**config.mk**
```make
export PLATFORM = sky130hd
export DESIGN_NAME = pinmux_top
export DESIGN_NICKNAME = d
export VERILOG_FILES = /design/src/rtl/pinmux_pkg.sv /design/src/rtl/pinmux_cfg_regs.sv /design/src/rtl/pinmux_pad_slice.sv /design/src/rtl/pinmux_in_select.sv /design/src/rtl/pinmux_top.sv
export SDC_FILE = /design/constraint.sdc
export NUM_CORES = 1
export LEC_CHECK = 0
export ABC_AREA = 1
export BUFFER_PORTS_ARGS = -buffer_cell sky130_fd_sc_hd__buf_2
export CAP_MARGIN = 0
export CORE_UTILIZATION = 50
export CTS_BUF_LIST = sky130_fd_sc_hd__clkbuf_8 sky130_fd_sc_hd__clkbuf_16
export DETAILED_ROUTE_END_ITERATION = 12
export HOLD_SLACK_MARGIN = 0.15
export PLACE_DENSITY = 0.71
export SYNTH_ARGS = -nofsm -noshare
export SYNTH_HDL_FRONTEND = slang
export SYNTH_SLANG_ARGS = --single-unit
```
**constraint.sdc**
```tcl
create_clock -name clk -period 5.9 [get_ports clk]
set_clock_uncertainty 0.15 [all_clocks]
set_input_delay 0.295 -clock clk [delete_from_list [all_inputs] [get_ports clk]]
set_output_delay 0.295 -clock clk [all_outputs]
set_load 0.03 [all_outputs]
```
**src/rtl/pinmux_pkg.sv**
```systemverilog
`timescale 1ns/1ps
package pinmux_pkg;
  // Per-pad mode bits, LSB first: gpio_oe, gpio_out, open_drain, pull_up, pull_dn, loopback
  typedef struct packed {
    logic loopback;
    logic pull_dn;
    logic pull_up;
    logic open_drain;
    logic gpio_out;
    logic gpio_oe;
  } pad_mode_t;

  localparam int MODE_W = $bits(pad_mode_t);
endpackage

```
**src/rtl/pinmux_cfg_regs.sv**
```systemverilog
`timescale 1ns/1ps
module pinmux_cfg_regs
  import pinmux_pkg::*;
#(
  parameter int NUM_PADS = 8,
  parameter int NUM_IN   = 4,
  parameter int SEL_W    = 3,
  parameter int ISEL_W   = 4,
  parameter int ADDR_W   = 4,
  parameter int DATA_W   = 9
) (
  input  logic                        clk,
  input  logic                        rst,
  input  logic                        we,
  input  logic [ADDR_W-1:0]           addr,
  input  logic [DATA_W-1:0]           wdata,
  output logic [NUM_PADS*SEL_W-1:0]   pad_sel_flat,
  output logic [NUM_PADS*MODE_W-1:0]  pad_mode_flat,
  output logic [NUM_IN*ISEL_W-1:0]    in_sel_flat
);
  localparam int PAD_W = SEL_W + MODE_W;

  // One word per pad: {mode, select}
  for (genvar p = 0; p < NUM_PADS; p++) begin : g_pad_word
    localparam logic [ADDR_W-1:0] MY_ADDR = ADDR_W'(p);
    logic [PAD_W-1:0] word_q;

    always_ff @(posedge clk) begin
      if (rst)
        word_q <= '0;
      else if (we && (addr == MY_ADDR))
        word_q <= wdata[PAD_W-1:0];
    end

    assign pad_sel_flat[p*SEL_W +: SEL_W]    = word_q[SEL_W-1:0];
    assign pad_mode_flat[p*MODE_W +: MODE_W] = word_q[PAD_W-1:SEL_W];
  end

  // One selector per input function, placed after the pad words
  for (genvar j = 0; j < NUM_IN; j++) begin : g_in_word
    localparam logic [ADDR_W-1:0] MY_ADDR = ADDR_W'(NUM_PADS + j);
    logic [ISEL_W-1:0] sel_q;

    always_ff @(posedge clk) begin
      if (rst)
        sel_q <= '0;
      else if (we && (addr == MY_ADDR))
        sel_q <= wdata[ISEL_W-1:0];
    end

    assign in_sel_flat[j*ISEL_W +: ISEL_W] = sel_q;
  end
endmodule

```
**src/rtl/pinmux_pad_slice.sv**
```systemverilog
`timescale 1ns/1ps
module pinmux_pad_slice
  import pinmux_pkg::*;
#(
  parameter int                   NUM_FUNCS    = 4,
  parameter int                   SEL_W        = 3,
  parameter logic [NUM_FUNCS-1:0] FN_DIR_OWNER = '0
) (
  input  logic [SEL_W-1:0]     sel,
  input  pad_mode_t            mode,
  input  logic [NUM_FUNCS-1:0] fn_out,
  input  logic [NUM_FUNCS-1:0] fn_oe,
  input  logic                 pad_in,
  output logic                 pad_out,
  output logic                 pad_oe,
  output logic                 pad_od,
  output logic                 pad_pu,
  output logic                 pad_pd,
  output logic                 rx
);
  localparam int              FIDX_W  = (NUM_FUNCS > 1) ? $clog2(NUM_FUNCS) : 1;
  localparam logic [SEL_W-1:0] MAX_SEL = SEL_W'(NUM_FUNCS);

  logic              data;
  logic              dir;
  logic              owned;
  logic [FIDX_W-1:0] fidx;

  assign fidx = FIDX_W'(sel - 1'b1);

  // Source and direction selection
  always_comb begin
    data  = mode.gpio_out;
    dir   = mode.gpio_oe;
    owned = 1'b0;
    if (sel != '0) begin
      if (sel <= MAX_SEL) begin
        data = fn_out[fidx];
        if (FN_DIR_OWNER[fidx]) begin
          dir   = fn_oe[fidx];
          owned = 1'b1;
        end
      end else begin
        data = 1'b0;
        dir  = 1'b0;
      end
    end
  end

  // Drive-mode resolution
  logic oe_int;
  logic fn_driving;

  assign oe_int     = mode.open_drain ? (dir & ~data) : dir;
  assign pad_oe     = oe_int;
  assign pad_out    = mode.open_drain ? 1'b0 : data;
  assign pad_od     = mode.open_drain;

  // Pulls: pull-down wins; an owning function that drives releases both
  assign fn_driving = owned & dir;
  assign pad_pd     = mode.pull_dn & ~fn_driving;
  assign pad_pu     = mode.pull_up & ~mode.pull_dn & ~fn_driving;

  // Read-back gate: a driven pad is hidden unless loopback is set
  assign rx         = pad_in & (~oe_int | mode.loopback);
endmodule

```
**src/rtl/pinmux_in_select.sv**
```systemverilog
`timescale 1ns/1ps
module pinmux_in_select #(
  parameter int NUM_PADS = 8,
  parameter int ISEL_W   = 4
) (
  input  logic [ISEL_W-1:0]   sel,
  input  logic [NUM_PADS-1:0] pad_rx,
  output logic                fn_in
);
  localparam int               PIDX_W  = (NUM_PADS > 1) ? $clog2(NUM_PADS) : 1;
  localparam logic [ISEL_W-1:0] MAX_SEL = ISEL_W'(NUM_PADS);

  logic [PIDX_W-1:0] pidx;
  assign pidx = PIDX_W'(sel - 1'b1);

  // A single index per function: contention is impossible by construction
  always_comb begin
    fn_in = 1'b0;
    if ((sel != '0) && (sel <= MAX_SEL))
      fn_in = pad_rx[pidx];
  end
endmodule

```
**src/rtl/pinmux_top.sv**
```systemverilog
`timescale 1ns/1ps
module pinmux_top
  import pinmux_pkg::*;
#(
  parameter int                   NUM_PADS     = 8,
  parameter int                   NUM_FUNCS    = 4,
  parameter int                   NUM_IN       = 4,
  parameter logic [NUM_FUNCS-1:0] FN_DIR_OWNER = 4'b0010,
  parameter int                   SEL_W        = $clog2(NUM_FUNCS + 1),
  parameter int                   ISEL_W       = $clog2(NUM_PADS + 1),
  parameter int                   ADDR_W       = $clog2(NUM_PADS + NUM_IN),
  parameter int                   DATA_W       = ((SEL_W + MODE_W) > ISEL_W) ? (SEL_W + MODE_W) : ISEL_W
) (
  input  logic                 clk,
  input  logic                 rst,
  input  logic                 cfg_we,
  input  logic [ADDR_W-1:0]    cfg_addr,
  input  logic [DATA_W-1:0]    cfg_wdata,
  input  logic [NUM_FUNCS-1:0] fn_out,
  input  logic [NUM_FUNCS-1:0] fn_oe,
  output logic [NUM_IN-1:0]    fn_in,
  input  logic [NUM_PADS-1:0]  pad_in,
  output logic [NUM_PADS-1:0]  pad_out,
  output logic [NUM_PADS-1:0]  pad_oe,
  output logic [NUM_PADS-1:0]  pad_od,
  output logic [NUM_PADS-1:0]  pad_pu,
  output logic [NUM_PADS-1:0]  pad_pd
);
  logic [NUM_PADS*SEL_W-1:0]  pad_sel_flat;
  logic [NUM_PADS*MODE_W-1:0] pad_mode_flat;
  logic [NUM_IN*ISEL_W-1:0]   in_sel_flat;
  logic [NUM_PADS-1:0]        pad_rx;
  logic [NUM_PADS-1:0]        pad_lb;

  pinmux_cfg_regs #(
    .NUM_PADS(NUM_PADS), .NUM_IN(NUM_IN), .SEL_W(SEL_W),
    .ISEL_W(ISEL_W), .ADDR_W(ADDR_W), .DATA_W(DATA_W)
  ) u_regs (
    .clk           (clk),
    .rst           (rst),
    .we            (cfg_we),
    .addr          (cfg_addr),
    .wdata         (cfg_wdata),
    .pad_sel_flat  (pad_sel_flat),
    .pad_mode_flat (pad_mode_flat),
    .in_sel_flat   (in_sel_flat)
  );

  for (genvar p = 0; p < NUM_PADS; p++) begin : g_pad
    pad_mode_t mode;
    assign mode      = pad_mode_t'(pad_mode_flat[p*MODE_W +: MODE_W]);
    assign pad_lb[p] = mode.loopback;

    pinmux_pad_slice #(
      .NUM_FUNCS(NUM_FUNCS), .SEL_W(SEL_W), .FN_DIR_OWNER(FN_DIR_OWNER)
    ) u_slice (
      .sel     (pad_sel_flat[p*SEL_W +: SEL_W]),
      .mode    (mode),
      .fn_out  (fn_out),
      .fn_oe   (fn_oe),
      .pad_in  (pad_in[p]),
      .pad_out (pad_out[p]),
      .pad_oe  (pad_oe[p]),
      .pad_od  (pad_od[p]),
      .pad_pu  (pad_pu[p]),
      .pad_pd  (pad_pd[p]),
      .rx      (pad_rx[p])
    );
  end

  for (genvar j = 0; j < NUM_IN; j++) begin : g_in
    pinmux_in_select #(
      .NUM_PADS(NUM_PADS), .ISEL_W(ISEL_W)
    ) u_isel (
      .sel    (in_sel_flat[j*ISEL_W +: ISEL_W]),
      .pad_rx (pad_rx),
      .fn_in  (fn_in[j])
    );
  end
endmodule

```
==> impl_summary.md, run 1 <==
Run status
The flow ran to the end, and the final reports show no timing, DRC or antenna violations.

Pwr
The internal power is 1.03 mW. In this run the power density over the cells is 227 nW/um^2. The final total power is 1.39 mW. The sequential fraction of design power is 43.9%. Per report_power, the clock group accounts for 43.3% of the total. The cell leakage power is 2.86 nW.

Of the total power, combinational logic draws 12.8%. The switching part of the total power is 26.0%. The net switching component of the power is 362 uW. The worst ir drop on vdd is 0.232 mV.

Synthesis
Summing the areas of all and, or, nand and nor instances in the mapped netlist gives 34.3% of the synthesized area. The parity-gate share of the synthesized area counting xor and xnor cells is 1.37%. Counting flops and latches in the post-synthesis netlist gives 88.

In this run the mean area of a mapped cell was 6.51 sq um. The sequential-to-total area share from yosys stat is 30.6%. Summing the areas of all compound-gate instances in the mapped netlist gives 11.9% of the synthesized area. The warning count from the yosys run is 0. By area the synthesized netlist is led by sky130_fd_sc_hd__dfxtp_1 31%, sky130_fd_sc_hd__nand2_1 15%, sky130_fd_sc_hd__nand3_1 7.8%. The summed instance area of the synthesized netlist is 5760 sq um. Measured against the total synthesized area, the mux share comes to 0%. After synthesis, the largest area contributor takes up 30.6% of total cell area. The adder-cell share of the synthesized area is 5.21%. The synthesized design spends more area on one cell type than any other, namely sky130_fd_sc_hd__dfxtp_1. The synthesized instance count is 885. When the netlist entered floorplanning its net count stood at 941. The main combinational cell family by area after synthesis is simple AND/OR/NAND/NOR gates. The distinct cell type count of the synthesized netlist is 28.

Worst setup path
STA classifies the critical path startpoint as a flip-flop. Of all nets on the critical path, the largest fanout is 7. Among all stages on the critical path, the largest delay is contributed by sky130_fd_sc_hd__dfxtp_1. The number of buffers and inverters on the critical path is 3. Data arrives at the worst endpoint at 2.47 ns. The required arrival time at the worst endpoint is approximately 5.5 ns. The capturing element type of the critical path is an output port. The cell with the most instances on the worst path is sky130_fd_sc_hd__nand2_1.

The largest delay contributor family on the critical path is simple AND/OR/NAND/NOR gates. Walking the worst path, the cells encountered are inv_2, ha_1, inv_1, nand3_1, nand3_1, nand2_1, nand2_1, nand3_1, nand2_1, nand2_1, nand3_1, nand2_1, nor2_1, nor2_1, buf_2. The critical path's largest stage delay is 0.41 ns. The worst setup path is of the flip-flop to output port kind.

Floorplan
Measured along the y axis, the die boundary spans 109 um. The die outline area is 12000 sq um. The area of the core region is 11000 sq um. The floorplan die width is ~110 um.

The count of pins on the block boundary is 76. For this configuration, the core starts out at a cell density of 52.2%. In this run the core area contains 38 standard-cell rows.

Finish
The number of antenna cells inserted is 0. The finished cells cover 6140 sq um. Cells with a size suffix above 1 make up 14.6% of the layout.

In the layout the commonest cells are 237 x sky130_fd_sc_hd__nand2_1, 105 x sky130_fd_sc_hd__inv_1, 92 x sky130_fd_sc_hd__nor2_1, 90 x sky130_fd_sc_hd__nand3_1, 88 x sky130_fd_sc_hd__dfxtp_1. Excluding fillers, the count of instances in the completed layout stands at 1037. The area growth from synthesis to layout is 6.60%. The most frequent standard cell in the layout excluding fill and tap cells is sky130_fd_sc_hd__nand2_1.

The utilization after layout is between 50 and 60%. At the end of the flow, the number of nets in the layout was around 950.

Routing
Dividing the detail-routed wire length by the instance count gives about 14 um. For this run, design rule violations remaining after detail routing come to 0. In this run, the number of DRC markers left after iteration 0 of detailed routing was around 320. The routed via count divided by cell count is about 5.0.

In this run the remaining antenna-violating nets after routing total 0. Wires add up to ~14000 um. The number of search-and-repair iterations in the first detailed-routing pass is 5. The via count is roughly 5200.

Placed design
The number of port buffers is 75. Once placement completed, the tool counted placed cells totaling roughly 1000. The half-perimeter wire length after detailed placement is approximately 10000 um. The congestion estimate from routability-driven global placement came to 0.873. In this run the cell area measured after placement is 5820 sq um.

GRT
The total overflow left after global routing is 0. For this run, the total global-route usage over all layers was measured as 26.0%. The pin count of the biggest net entering global routing is 89. The global-route wire length before repair is 23500 um. The initial antenna violation count is 0.

The number of global-route vias before repair is 4622.

Clock network
The H-tree depth reported by CTS is 3. The cts-stage hold buffer count is 0. The clock reaches the later pin of the worst-skew pair after 0.35 ns.

The quantity of gates resized following cts is 0. Clock-pin slew was measured on the worst setup and hold paths at 0.06 ns. The clock passes through at most 2 buffers. The CTS tree is done. Clock tree synthesis inserted a total of 9 buffers. The post-CTS repair timing setup buffer count is 0. CTS saw 88 sinks. The cell sitting at the root of the clock tree is a sky130_fd_sc_hd__clkbuf_16.

STA
The achievable clock frequency is ~340 MHz. The clock period minus final worst setup slack is 2.91 ns. The total count of hold-check failures in the final report is 0. Setup repair after global routing left no endpoint under its margin. The count of final setup violators is 0. Dividing the final minimum period by the clock period gives 49.4%.

In this run the tightest slew margin relative to its limit is a little over a third. Setup total negative slack on the finished layout was measured at 0 ns. At the pin with the least slew margin, the transition time is between 0.9 and 1 ns. The max-slew violation count is 0.

Hold path
The path class of the tightest hold or removal check is input port to flip-flop.

Flow run
Max-cap violations in this run came to 0.
-- cell families after synthesis --
family | Yosys count
and+or+nand+nor | 456
buffers and inverters | 202
AOI/OAI and AO/OA | 106
DFF | 88
adders and majority gates | 24
xor gates and xnor gates | 9
-- worst reg2reg max path, cell delays in order (launching register included) --
cell and delay [ns]:
sky130_fd_sc_hd__dfxtp_1 0.37, sky130_fd_sc_hd__inv_1 0.15, sky130_fd_sc_hd__a211oi_1 0.26
-- worst paths after layout --
check	from	end	slack (ns)	depth (start not counted)
setup / recovery	u_regs.g_pad_word[3].word_q[0]	fn_in[3]	2.99	15
hold reg to reg	u_regs.g_pad_word[0].word_q[4]	u_regs.g_pad_word[0].word_q[4]	0.31	2
hold / removal	cfg_we	u_regs.g_pad_word[0].word_q[4]	0.16	3
setup reg to reg	u_regs.g_in_word[0].sel_q[0]	u_regs.g_in_word[0].sel_q[0]	4.88	2
-- layout make-up --
type | count | area, sq um
clock inverter | 3 | 38.8
timing repair buffer | 76 | 383
sequential | 88 | 1760
clock buffer | 13 | 280
inverter | 122 | 458
tap | 140 | 175
multi-input combinational | 595 | 3050
fill | 1124 | 4890
-- metrics by stage --
| step | hold slack (ns) | worst slack, ns |
|---|---|---|
| after global routing | 0.182 | 2.78 |
| after global placement | 0.302 | 3.38 |
| after floorplan | 0.290 | 3.74 |
| final | 0.164 | 2.99 |
| after CTS | 0.158 | 2.99 |
| after detailed placement | 0.306 | 3.39 |
-- layer usage --
| metal | vias to the layer above | track usage [%] | routed length, um |
|---|---|---|---|
| li1 | 2783 | - | - |
| met1 | 2273 | 34.7 | 6870 |
| met2 | 135 | 41.2 | 6380 |
| met3 | 28 | 5.63 | 854 |
| met4 | 0 | 9.81 | 306 |
| met5 | - | 0 | 0 |
-- sequential cells by signal (all words and copies together) (netlist names) --
signal,cells
u_regs.g_in_word.sel_q,16
u_regs.g_pad_word.word_q,72
-- power by group through the flow --
stage | logic, mW | registers, mW | clock network, mW
6_report | 0.178 | 0.612 | 0.603
5_1_grt | 0.197 | 0.613 | 0.641
4_1_cts | 0.178 | 0.612 | 0.615
3_5_place_dp | 0.177 | 0.625 | 0
3_3_place_gp | 0.177 | 0.625 | 0
2_1_floorplan | 0.138 | 0.624 | 0
-- synthesized netlist by cell type --
cell type                  instances
sky130_fd_sc_hd__clkbuf_1         15
sky130_fd_sc_hd__nand3_1          90
sky130_fd_sc_hd__nand3b_1          7
sky130_fd_sc_hd__nor2_1           92
sky130_fd_sc_hd__and2_1            7
sky130_fd_sc_hd__nand2_2           1
sky130_fd_sc_hd__inv_2            18
sky130_fd_sc_hd__nand2_1         237
sky130_fd_sc_hd__buf_1             4
sky130_fd_sc_hd__dfxtp_1          88
sky130_fd_sc_hd__a21oi_1          46
sky130_fd_sc_hd__a211oi_1         54
sky130_fd_sc_hd__nor2_4            4
sky130_fd_sc_hd__buf_2            12
sky130_fd_sc_hd__clkbuf_2          1
sky130_fd_sc_hd__nand3_4           2
sky130_fd_sc_hd__nand3_2           1
sky130_fd_sc_hd__buf_4            48
sky130_fd_sc_hd__a21oi_2           6
sky130_fd_sc_hd__nand4_1           6
sky130_fd_sc_hd__xnor2_1           4
sky130_fd_sc_hd__ha_1             24
sky130_fd_sc_hd__xor2_1            5
sky130_fd_sc_hd__and2_4            2
sky130_fd_sc_hd__inv_1           104
sky130_fd_sc_hd__and2_2            1
sky130_fd_sc_hd__or2_1             1
sky130_fd_sc_hd__nor2_2            5
(Power assumes the default switching activity.)
==> run 2, diff against run 1 <==
Clock period 5.9 ns to 2.7 ns, I/O delays scaled along.
==> run 2 against run 1 <==
Via count is 5.6% higher. Sequential power up 120%. Final cell count is 1.8% higher. Clock power increased by 130%. Setup slack worse by 2.8 ns. First-iteration DRC count grew 6.9%. Combinational power increased by 140%. Power grew 130%. Register-to-register slack got worse by 3.3 ns. Global-route usage grew 1.3 points. Sequential cell count stayed put. Cell area up 5.9%. Largest power group is now the clock network.
==> impl_summary.md, run 2 (synthesis results as in run 1) <==
Pwr
Dividing total power by cell area gives a power density of just under 500 nW/um^2. IR analysis of the VDD net gives a maximum drop of between 0.2 and 0.3 mV. In this run the static leakage power is 2.97 nW. The final total power is 3.15 mW.

Finish
The register ranked first by flip-flop count is u_regs.g_pad_word.word_q. The share of layout cells above drive strength 1 is between 15 and 20%. The repair_antennas step left the layout with diodes totalling 0. The net count of the finished layout is 968. The non-filler instance count after layout is 1056. The post-route cell area is 6510 sq um. For this run, the share of the core covered by cells in the final layout is between 50 and 60%. The flip-flop and latch area is roughly 1800 sq um. The most frequent standard cell in the layout excluding fill and tap cells is sky130_fd_sc_hd__nand2_1. The flip-flop count of the largest register after layout is 72.

The largest registers in the layout are u_regs.g_pad_word.word_q: 72 flops, u_regs.g_in_word.sel_q: 16 flops. The top cell types in the final layout, fill and taps aside, are 236 x sky130_fd_sc_hd__nand2_1, 105 x sky130_fd_sc_hd__inv_1, 90 x sky130_fd_sc_hd__nor2_1, 85 x sky130_fd_sc_hd__nand3_1, 80 x sky130_fd_sc_hd__dfxtp_1. The layout overhead on the synthesized area is 12.9%. The filler cells instantiated in the layout total 1087.

The area occupied by multi-input gates is 3190 sq um.

Worst setup path
Counting stages on the worst path, the most repeated cell is sky130_fd_sc_hd__nand2_1. The critical path's largest stage delay is 0.37 ns. The worst setup path is captured at an output port. The worst setup path is launched from a flip-flop. The maximum fanout along the worst path is 7.

Among all stages on the critical path, the largest delay is contributed by sky130_fd_sc_hd__dfxtp_4. The signal on the critical path passes through inv_2, ha_4, inv_1, nand3_1, nand3_1, nand2_1, nand2_1, nand3_4, nand3_1, nand3_1, nand2_1, nand2_1, nand2_1, nor2_1, buf_2. The reg-to-reg critical path startpoint is u_regs.g_in_word[1].sel_q[0]. The critical path contains buffers and inverters numbering 3 combined. The logic depth of the worst register-to-register path is 2. The critical path runs through a total of 15 cells. The launching instance or port of the critical path is u_regs.g_pad_word[4].word_q[0]. The endpoint arrival time on the critical path is about 2.2 ns.

The required arrival time at the worst endpoint is 2.41 ns. The worst setup path is of the flip-flop to output port kind. The kind of cell with the highest combined delay along the critical path is simple AND/OR/NAND/NOR gates.

Floorplan
The floorplan row count is 38. The die outline area is 12000 sq um. The count of pins on the block boundary is 76.

The initial utilization of the core area, before any placement, comes to between 50 and 60%. The die is 109 um tall. The floorplan step defined a core boundary enclosing around 11000 sq um. The floorplan die width is 109 um.

Placed design
The area after detailed placement is about 5800 sq um. At the end of routability-driven placement, the weighted congestion stood at 0.882. Detailed placement ended at an HPWL of 10700 um.

The placed instance count is 1023. The number of port buffers is 75.

Routing
The via count is 5513. The wire length per cell after detailed routing is 14.8 um. The total DRC errors in the routed layout is 0. The iteration-0 DRC count of the detailed router is 341. The routed via count divided by cell count is 5.22. The final wirelength is 15700 um.

The number of search-and-repair iterations in the first detailed-routing pass is 6. The number of nets still failing antenna checks after routing is 0.

GRT
The pin count of the biggest net entering global routing is 29. The number of global-route vias before repair is 5016. The initial antenna violation count is 0. The overflow left after global routing is 0.

Across every metal layer, demand over resource in global routing totals 27.3%. The global-route wire length before repair is 24800 um.

STA
The final-layout worst hold slack is 0.164 ns. The fraction of the cycle the final worst path needs is 93.2%. The total count of hold-check failures in the final report is 0. For the pin with the worst max-slew slack, the measured transition is 0.599 ns. Derived from the worst setup path, the maximum achievable clock frequency is between 300 and 400 MHz.

The max-slew violation count is 0. The clock period minus final worst setup slack is 2.52 ns. The worst slew slack as a fraction of its limit is 60.1%. Setup violations remaining at the end of the flow were counted as 0.

Clock network
The clock passes through at most 2 buffers. After clock tree synthesis, the clock-pin slew on the worst setup and hold paths is roughly 0.06 ns. The number of clock sinks is 88. At the later pin of the worst-skew pair, clock insertion delay measures 0.34 ns.

The cell at the root of the clock tree is sky130_fd_sc_hd__clkbuf_16. Once the clock tree was built, the setup fixing pass inserted 0 buffers. The CTS buffer count is 9. In this run the number of H-tree levels came out at 3. The CTS tree is done.

Hold path
The number of instances on the worst hold path is 5. In this run the most critical hold path is launched from cfg_addr[3]. The worst hold path belongs to the class input port to flip-flop.

Flow run
The max capacitance violation total is 0.

Run status
The run finished with clean final reports.
-- run 2: cell types whose count changed in the layout (fill, tap and decap cells not counted), moves of 3 or more --
| cell | delta |
|---|---|
| sky130_fd_sc_hd__buf_2 | -3 |
| sky130_fd_sc_hd__nand3_4 | +3 |
| sky130_fd_sc_hd__dfxtp_2 | +5 |
| sky130_fd_sc_hd__dfxtp_4 | +3 |
| sky130_fd_sc_hd__dfxtp_1 | -8 |
| sky130_fd_sc_hd__ha_1 | -7 |
| sky130_fd_sc_hd__buf_4 | +4 |
| sky130_fd_sc_hd__ha_4 | +7 |
| sky130_fd_sc_hd__dlygate4sd3_1 | +18 |
| sky130_fd_sc_hd__nand3_1 | -5 |
-- run 2: cell type report --
class | count | area share [%]
multi-input combinational | 595 | 49.0
sequential | 88 | 27.3
clock inverter | 4 | 1.06
inverter | 122 | 7.04
clock buffer | 11 | 3.88
tap | 140 | 2.69
timing repair buffer | 96 | 9.00
-- run 2: final timing paths --
kind | slack (ns) | to
worst min register to register | 0.31 | u_regs.g_pad_word[0].word_q[6]
worst min-delay path | 0.16 | u_regs.g_in_word[1].sel_q[3]
worst max register to register | 1.61 | u_regs.g_in_word[1].sel_q[0]
worst max-delay path | 0.18 | fn_in[1]
-- run 2: layer usage --
metal / up-vias / global-route usage, % / routed length (um)
met4: 0 / 10.6 / 475
li1: 2824 / - / -
met1: 2456 / 36.1 / 7100
met2: 195 / 44.8 / 7070
met3: 38 / 4.21 / 1040
met5: - / 0 / 0
-- run 2: per-stage QoR --
stage	setup WS (ns)	TNS, ns
floorplan	0.703	0
global placement	0.357	0
detailed placement	0.314	0
CTS	0.0309	0
global route	-0.0157	-0.0238
finish	0.183	0
-- run 2: power breakdown --
group	switching [mW]	internal, mW	total (mW)	leakage [nW]
clock network	0.531	0.852	1.38	0.163
registers	0.0154	1.32	1.34	0.716
logic	0.287	0.144	0.431	2.09
-- run 2: repair_timing --
| action | CTS | global route |
|---|---|---|
| pin swaps | 0 | 0 |
| resized for setup | 2 | 32 |
| endpoints found under the setup margin | 4 | 4 |
| hold endpoints to repair | 87 | 0 |
| hold buffers | 18 | 0 |
-- run 2: worst register-to-register path, stage by stage (launching register included) --
cell                       delay (ns)
sky130_fd_sc_hd__dfxtp_1         0.42
sky130_fd_sc_hd__inv_1           0.17
sky130_fd_sc_hd__a211oi_1        0.26
